File: config.mk
export PLATFORM = sky130hd
export DESIGN_NAME = fact_reg_unit
export DESIGN_NICKNAME = d
export VERILOG_FILES = /design/src/rtl/fru_pkg.sv /design/src/rtl/fru_decode.sv /design/src/rtl/fru_mul_engine.sv /design/src/rtl/fact_reg_unit.sv
export SDC_FILE = /design/constraint.sdc
export NUM_CORES = 2
export LEC_CHECK = 0
export ABC_AREA = 1
export BUFFER_PORTS_ARGS = -buffer_cell sky130_fd_sc_hd__buf_2
export CAP_MARGIN = 10
export CORE_ASPECT_RATIO = 0.8
export CORE_UTILIZATION = 35
export CTS_CLUSTER_DIAMETER = 80
export DETAILED_ROUTE_END_ITERATION = 10
export GPL_TIMING_DRIVEN = 1
export SYNTH_ARGS = -nofsm -noshare
export SYNTH_HDL_FRONTEND = slang
export SYNTH_HIERARCHICAL = 1
export SYNTH_SLANG_ARGS = --single-unit
File: constraint.sdc
create_clock -name clk -period 8.55 [get_ports clk]
set_input_delay 0.4275 -clock clk [delete_from_list [all_inputs] [get_ports clk]]
set_output_delay 0.4275 -clock clk [all_outputs]
set_load 0.02 [all_outputs]
File: src/rtl/fru_pkg.sv
package fru_pkg;
    localparam int DW = 32;

    localparam logic [DW-1:0] ID_WORD = 32'h0100_00ED;

    localparam int OFF_ID   = 'h00;
    localparam int OFF_LIVE = 'h04;
    localparam int OFF_OPND = 'h08;
    localparam int OFF_STAT = 'h20;
    localparam int WIDE_OK_FROM = 'h80;

    localparam int STAT_BUSY  = 0;
    localparam int STAT_IRQEN = 7;

    localparam logic [1:0] SZ_WORD  = 2'd2;
    localparam logic [1:0] SZ_DWORD = 2'd3;

    typedef enum logic [2:0] {
        SEL_NONE,
        SEL_ID,
        SEL_LIVE,
        SEL_OPND,
        SEL_STAT
    } sel_e;

    typedef struct packed {
        logic [DW-1:0] acc;
        logic [DW-1:0] cnt;
        logic          busy;
    } eng_t;

    typedef struct packed {
        logic [DW-1:0] live;
        logic [DW-1:0] opnd;
        logic          irq_en;
        logic          irq_req;
        logic [DW-1:0] rdata;
        logic          rvalid;
    } regs_t;
endpackage

File: src/rtl/fru_decode.sv
module fru_decode
    import fru_pkg::*;
#(
    parameter int ADDR_W = 20
) (
    input  logic [ADDR_W-1:0] addr,
    input  logic [1:0]        size,
    output sel_e              sel,
    output logic              size_ok
);
    localparam logic [ADDR_W-1:0] A_ID   = ADDR_W'(OFF_ID);
    localparam logic [ADDR_W-1:0] A_LIVE = ADDR_W'(OFF_LIVE);
    localparam logic [ADDR_W-1:0] A_OPND = ADDR_W'(OFF_OPND);
    localparam logic [ADDR_W-1:0] A_STAT = ADDR_W'(OFF_STAT);
    localparam logic [ADDR_W-1:0] A_WIDE = ADDR_W'(WIDE_OK_FROM);

    logic wide_zone;

    always_comb begin
        wide_zone = (addr >= A_WIDE);
        if (wide_zone) begin
            size_ok = (size == SZ_WORD) || (size == SZ_DWORD);
        end else begin
            size_ok = (size == SZ_WORD);
        end

        unique case (addr)
            A_ID:    sel = SEL_ID;
            A_LIVE:  sel = SEL_LIVE;
            A_OPND:  sel = SEL_OPND;
            A_STAT:  sel = SEL_STAT;
            default: sel = SEL_NONE;
        endcase
    end
endmodule

File: src/rtl/fru_mul_engine.sv
module fru_mul_engine
    import fru_pkg::*;
(
    input  logic          clk,
    input  logic          rst_n,
    input  logic          start,
    input  logic [DW-1:0] operand,
    output logic          busy,
    output logic          done,
    output logic [DW-1:0] result
);
    eng_t eng_d, eng_q;

    always_comb begin
        eng_d = eng_q;
        done  = 1'b0;
        if (!eng_q.busy) begin
            if (start) begin
                eng_d.acc  = DW'(1);
                eng_d.cnt  = operand;
                eng_d.busy = 1'b1;
            end
        end else if (eng_q.cnt <= DW'(1)) begin
            done       = 1'b1;
            eng_d.busy = 1'b0;
        end else begin
            eng_d.acc = eng_q.acc * eng_q.cnt;
            eng_d.cnt = eng_q.cnt - DW'(1);
        end
    end

    always_ff @(posedge clk or negedge rst_n) begin
        if (!rst_n) begin
            eng_q <= '0;
        end else begin
            eng_q <= eng_d;
        end
    end

    assign busy   = eng_q.busy;
    assign result = eng_q.acc;

    // an accepted start makes the engine busy on the next cycle
    p_start_busy_r3: assert property (@(posedge clk) disable iff (!rst_n)
        (start && !busy) |=> busy);

    // completion drops busy on the next cycle
    p_done_clears_r5: assert property (@(posedge clk) disable iff (!rst_n)
        done |=> !busy);

    // completion is only reported while a run is active
    p_done_in_run_r5: assert property (@(posedge clk) disable iff (!rst_n)
        done |-> busy);
endmodule

File: src/rtl/fact_reg_unit.sv
module fact_reg_unit
    import fru_pkg::*;
#(
    parameter int ADDR_W = 20
) (
    input  logic              clk,
    input  logic              rst_n,
    input  logic              bus_req,
    input  logic              bus_we,
    input  logic [ADDR_W-1:0] bus_addr,
    input  logic [1:0]        bus_size,
    input  logic [31:0]       bus_wdata,
    output logic [31:0]       bus_rdata,
    output logic              bus_rvalid,
    output logic              irq_raise
);
    sel_e          sel;
    logic          size_ok;
    logic          wr_ok;
    logic          rd_req;
    logic          eng_start;
    logic          eng_busy;
    logic          eng_done;
    logic [DW-1:0] eng_result;
    logic [DW-1:0] stat_word;
    regs_t         r_d, r_q;

    fru_decode #(.ADDR_W(ADDR_W)) u_dec (
        .addr    (bus_addr),
        .size    (bus_size),
        .sel     (sel),
        .size_ok (size_ok)
    );

    fru_mul_engine u_eng (
        .clk     (clk),
        .rst_n   (rst_n),
        .start   (eng_start),
        .operand (bus_wdata),
        .busy    (eng_busy),
        .done    (eng_done),
        .result  (eng_result)
    );

    always_comb begin
        wr_ok     = bus_req && bus_we && size_ok;
        rd_req    = bus_req && !bus_we;
        eng_start = wr_ok && (sel == SEL_OPND) && !eng_busy;

        stat_word             = '0;
        stat_word[STAT_BUSY]  = eng_busy;
        stat_word[STAT_IRQEN] = r_q.irq_en;

        r_d         = r_q;
        r_d.irq_req = 1'b0;
        r_d.rvalid  = rd_req;

        if (wr_ok) begin
            case (sel)
                SEL_LIVE: r_d.live   = ~bus_wdata;
                SEL_STAT: r_d.irq_en = bus_wdata[STAT_IRQEN];
                default:  ;
            endcase
        end

        if (eng_start) begin
            r_d.opnd = bus_wdata;
        end
        if (eng_done) begin
            r_d.opnd    = eng_result;
            r_d.irq_req = r_q.irq_en;
        end

        if (rd_req) begin
            if (!size_ok) begin
                r_d.rdata = '1;
            end else begin
                case (sel)
                    SEL_ID:   r_d.rdata = ID_WORD;
                    SEL_LIVE: r_d.rdata = r_q.live;
                    SEL_OPND: r_d.rdata = r_q.opnd;
                    SEL_STAT: r_d.rdata = stat_word;
                    default:  r_d.rdata = '0;
                endcase
            end
        end
    end

    always_ff @(posedge clk or negedge rst_n) begin
        if (!rst_n) begin
            r_q <= '0;
        end else begin
            r_q <= r_d;
        end
    end

    assign bus_rdata  = r_q.rdata;
    assign bus_rvalid = r_q.rvalid;
    assign irq_raise  = r_q.irq_req;

    // the operand register holds still during a run until it completes
    p_opnd_locked_r4: assert property (@(posedge clk) disable iff (!rst_n)
        (eng_busy && !eng_done) |=> $stable(r_q.opnd));

    // the interrupt request is a single-cycle pulse
    p_irq_single_r6: assert property (@(posedge clk) disable iff (!rst_n)
        irq_raise |=> !irq_raise);

    // a request only follows a completion with interrupts enabled
    p_irq_cause_r6: assert property (@(posedge clk) disable iff (!rst_n)
        $rose(irq_raise) |-> $past(eng_done && r_q.irq_en));

    // a rejected-size read answers with all ones
    p_bad_size_ones_r8: assert property (@(posedge clk) disable iff (!rst_n)
        (bus_req && !bus_we && !size_ok) |=> (bus_rdata == '1));

    // read data is flagged valid exactly one cycle after a read request
    p_rvalid_timing_r9: assert property (@(posedge clk) disable iff (!rst_n)
        (bus_req && !bus_we) |=> bus_rvalid);
endmodule

### After elaboration in Yosys (flattened, before gate mapping)

Cells that the tools add are included.
W data, S select, Z words.

| storage, ports and cells | value |
|---|---|
| register bits after elaboration | 164 |
| input port bits | 58 |
| output and inout bits | 34 |
| word-level logic and storage cells | 51 |

| cells by class | value |
|---|---|
| add/subtract/negate cells | 1 |
| multiply operators | 1 |
| order comparisons | 2 |
| eq/ne operators | 10 |
| mux-type cells | 13 |
| bitwise operators | 1 |
| reduce and logical (&&, ||, !) cells | 14 |

Operators with widths:

| cell | count |
|---|---|
| $mux W65 | 2 |
| $pmux W32 S4 | 1 |
| $mux W32 | 3 |
| $mux W64 | 1 |
| $le A32 B1 Y1 const B | 1 |
| $mul A32 B32 Y32 | 1 |
| $not A32 Y32 | 1 |
| $sub A32 B1 Y32 const B | 1 |
| $eq A20 B3 Y1 const B | 1 |
| $eq A20 B4 Y1 const B | 1 |
| $eq A20 B6 Y1 const B | 1 |
| $ge A20 B8 Y1 const B | 1 |
| $logic_not A20 Y1 | 1 |
| $pmux W3 S4 | 1 |
| $eq A3 B2 Y1 const B | 2 |
| $reduce_and A2 Y1 | 3 |
| $logic_and A1 B1 Y1 | 5 |
| $mux W1 | 5 |
| $eq A2 B2 Y1 const B | 2 |
| $reduce_bool A2 Y1 | 2 |
| $eq A3 B1 Y1 const B | 1 |
| $eq A3 B3 Y1 const B | 1 |
| $logic_not A1 Y1 | 2 |
| $ne A2 B2 Y1 const B | 1 |
| $logic_or A1 B1 Y1 | 1 |

### Longest topological paths before layout

| depth | value |
|---|---|
| depth in word-level cells | 8 |
| depth in mapped cells | 33 |

### Cells and area by module

Netlist, hierarchy kept.

Modules (own cells, without submodules):

| module | times used | cells each | area each (sq um) |
|---|---|---|---|
| fru_mul_engine | 1 | 2782 | 20495.9 |
| fact_reg_unit | 1 | 547 | 4775.8 |
| fru_decode | 1 | 34 | 138.9 |

### Worst setup path before layout

OpenSTA, ideal clock, no wires.

| timing | value |
|---|---|
| path type | reg2reg |
| start | register u_eng/eng_q[4] (netlist name) |
| end | register u_eng.eng_q, in the netlist u_eng/result[24] |
| library setup time | 0.123 ns |
| arrival time | 6.402 ns |
| data required time | 8.427 ns |
| setup slack | 2.025 ns |
| cell stages (with the launch flop) | 29 |
| buffers on the path | 2 |
| clock period less this slack | 6.525 ns |
| path through | dfrtp_1 -> clkbuf_1 -> clkbuf_1 -> nand2_1 -> inv_1 -> fa_1 -> inv_1 -> fa_1 -> fa_1 -> fa_1 -> inv_1 -> fa_1 -> inv_1 -> fa_1 -> inv_1 -> fa_1 -> fa_1 -> ha_1 -> nand2_1 -> inv_1 -> nand2_1 -> nor3_1 -> nand4_1 -> nand3_1 -> nand3_1 -> nand2_1 -> a21oi_1 -> o21ai_0 -> nand2_1 |

| between the ends | value |
|---|---|
| longest elaborated chain between the ends | 3 |
| elaborated cells on any way between the ends | 6 |

Ends and longest elaborated chain:

| element | RTL line | text |
|---|---|---|
| start, declared | fru_mul_engine.sv:12 | `eng_t eng_d, eng_q;` |
| start signal, assigned | fru_mul_engine.sv:36 | `eng_q <= eng_d;` |
| $mul A32 B32 Y32 or $le A32 B1 Y1 (tied branches) | fru_mul_engine.sv:27, fru_mul_engine.sv:23 |  |
| $mux W64 or $ne A2 B2 Y1 (tied branches) | -- |  |
| $mux W65 or $reduce_and A2 Y1 (tied branches) | -- |  |

Several ways; a longest one is shown, not always the timed one. The select of a mux whose other input is x is not followed.
A chain may end at the register's enable or synchronous reset.

### Worst setup path in the final report

| timing | value |
|---|---|
| start | register u_eng/eng_q[4] (netlist name) |
| end | register u_eng.eng_q, in the netlist u_eng/result[20] |

The elaborated chain is that of the path after synthesis.

==> reports/qor.yml <==
clocking:
  clock_path_buffers: 2
  cts-root-buf: "clkbuf_16"
  cts_made_buffers: 17
  cts_setup_buffers: 0
  clock_latency_ns: 0.45
  clkSinkCount: 164
  hold_buffers: 0
  cts_resized: 0
  h-tree-depth: 4
  clk_pin_slew_ns: 0.08
  cts_tree: "yes"
sta:
  drv_slew: 0
  min_period_ns: 7.32
  skew_ns: 0.00930
  hold_viol_final: 0
  rsz0062_at_grt: "false"
  worst_slew_pin_slew_ns: 1.18
  slew_headroom_pct: 21.6
  finalCritPeriodShare_pct: 85.6
  fmax_ghz: 0.137
  tns_ns: 0
  setup_viol: 0
synth:
  netlist_area_sq_mm: 0.0254
  synth.most_common_cell: "nand2_1"
  synth_flop_cell: "dfrtp_1"
  syn-num-nets: 3954
  synth_commonest_cells: "1,008 x nand2_1, 833 x inv_1, 408 x fa_1"
  synth-async-reset-ratio_pct: 100
  synth_cell_types: 49
  synth_seq_cells: 164
  synth_fa_ha_area_share_pct: 38.3
  synth_top_cell_by_area: "fa_1"
  synth_edf_count: 0
  yosysTopAreaCellShare_pct: 32.1
  yosys.area_share.simple_pct: 20.9
  synth_compound_area_share_pct: 5.11
  yosysWarnings: 6
  yosys-top-cells-area: "fa_1 32%, dfrtp_1 16%, nand2_1 15%"
  synth_cells: 3363
  seq_area_frac_synth_pct: 16.2
  synth_top_family_by_area: "adder cells"
  postSynthAreaPerCell_sq_um: 7.56
  synth_mux_area_share_pct: 1.37
  synth_xor_area_share_pct: 1.00
detailed_routing:
  final_antenna_net_count: 0
  drcViolationCount: 0
  routed_wl_um: 71800
  drtIter0Drc: 1893
  viasPerCell: 4.76
  vias: 20200
  first_pass_iters: 5
  wl_per_cell_um: 16.9
final_layout:
  fin_util_pct: 37.7
  final_nets: 3885
  ff_latch_area_sq_mm: 0.00410
  syn_to_final_growth_pct: 5.71
  drive_gt1_share_pct: 7.50
  n_antenna_cell: 0
  fin_area_sq_mm: 0.0269
  fillers: 7487
  multi_input_area_sq_mm: 0.0169
job:
  cap_violations: 0
setup_path:
  r2r_slack_ns: 1.23
  start_kind: "flop"
  critPathArrivalTime_ns: 7.64
  crit_top_cell: "fa_1"
  critPathRequiredTime_ns: 8.88
  end_kind: "flop"
  critical_path_class: "reg -> reg"
  crit_fanout: 23
  crit_slowest_cell: "dfrtp_1"
  cp_top_family: "adder cells"
  critPathMaxStageDelay_ns: 1.08
  path_buf_inv: 6
die:
  die_x_um: 303
  die_area_sq_mm: 0.0737
  placementRows: 87
  coreArea_sq_mm: 0.0712
  start_util_pct: 35.7
  die_h_um: 243
  io_pins: 92
placement:
  placed_area_sq_mm: 0.0262
  place_hpwl_um: 56600
  gp_congestion: 0.943
  io_buffers: 91
power:
  ir_drop_uv: 116
  leakagePower_uw: 0.0158
  pwr_density_cell_mw_per_mm2: 64.3
global_route:
  busiest_layer: "met1"
  use_met2_pct: 29.5
  grt_max_degree: 91
  overflow: 0
  grtUsageMet3_pct: 4.56
  grt_pass1_vias: 20300
  grt_first_pass_wirelength_um: 116000
  antenna_found_initial: 0
  grt_usage_pct: 20.3
  grt.met1_usage_pct: 30.7
worst_hold_path:
  hp-class: "in -> async"
status:
  outcome: "finished, final reports clean"
-- area by class of cell --
| cell class | count | share of cell area, % |
|---|---|---|
| Tap cell | 934 | 4.35 |
| Multi-Input combinational cell | 2125 | 63.1 |
| Sequential cell | 164 | 15.3 |
| Inverter | 842 | 11.8 |
| Timing Repair Buffer | 144 | 3.32 |
| Clock inverter | 15 | 0.606 |
| Clock buffer | 17 | 1.58 |
-- flip-flops by register name, summed over array words and instances (netlist names) --
name          cells
r_q              65
bus_rdata        32
u_eng/eng_q      32
u_eng/result     32
bus_rvalid        1
irq_raise         1
u_eng/busy        1
-- report_power, final --
part | switching [uW] | leakage, uW | internal, uW
clock network | 389 | 0.000290 | 393
registers | 14.6 | 0.00201 | 802
logic | 83.8 | 0.0135 | 45.9
-- logic make-up after synthesis --
group,count (synthesis)
buffers and inverters,1074
multiplexers,31
flip-flops,164
adder cells (fa/ha/maj),533
AND/OR/NAND/NOR,1300
AO/OA/AOI/OAI,232
XOR/XNOR,29
-- per-stage QoR --
| stage | cells | total power (uW) | setup slack (ns) | hold slack [ns] |
|---|---|---|---|---|
| 2_1_floorplan | 3363 | 922 | 2.02 | 0.132 |
| 3_3_place_gp | 4208 | 962 | 1.36 | 0.466 |
| 3_5_place_dp | 4208 | 963 | 1.34 | 0.470 |
| 4_1_cts | 4240 | 1740 | 1.31 | 0.0916 |
| 5_1_grt | 4241 | 1790 | 0.866 | 0.119 |
| 6_report | 4241 | 1730 | 1.23 | 0.0571 |
-- per-layer routing --
layer / vias to the layer above / share of wire [%]
met4: 0 / 1.3
met3: 57 / 8.6
li1: 9584 / -
met5: - / 0
met2: 663 / 43
met1: 9892 / 48
-- layout by cell type (no fill, tap or decap), drive strengths merged, types with 5 or more instances in the layout --
cell type  netlist  layout
ha             125     125
a21oi           55      55
o21ai          134     134
nand2         1019    1019
xnor2           12      12
inv            842     850
clkinv           0       7
nor3            15      15
nand3b          12      12
o211ai          12      12
nand4           17      17
buf            133     144
nand3          129     129
nor2           103     103
clkbuf          99      17
mux2            31      31
dfrtp          164     164
a31oi            5       5
xor2            17      17
fa             408     408
-- final timing paths --
kind | start | endpoint | cells after the start
min in group clk | bus_wdata[7] | r_q[74]$_DFFE_PN0P_ | 2
worst max register to register | u_eng/eng_q[4]$_DFFE_PN0P_ | u_eng/result[20]$_DFFE_PN0P_ | 25
worst min register to register | bus_rdata[30]$_DFFE_PN0P_ | bus_rdata[30]$_DFFE_PN0P_ | 2
worst max-delay path | u_eng/eng_q[4]$_DFFE_PN0P_ | u_eng/result[20]$_DFFE_PN0P_ | 25
max in group asynchronous | rst_n | u_eng/eng_q[22]$_DFFE_PN0P_ | 2
worst min-delay path | rst_n | bus_rdata[4]$_DFFE_PN0P_ | 1
(Power assumes the default switching activity.)
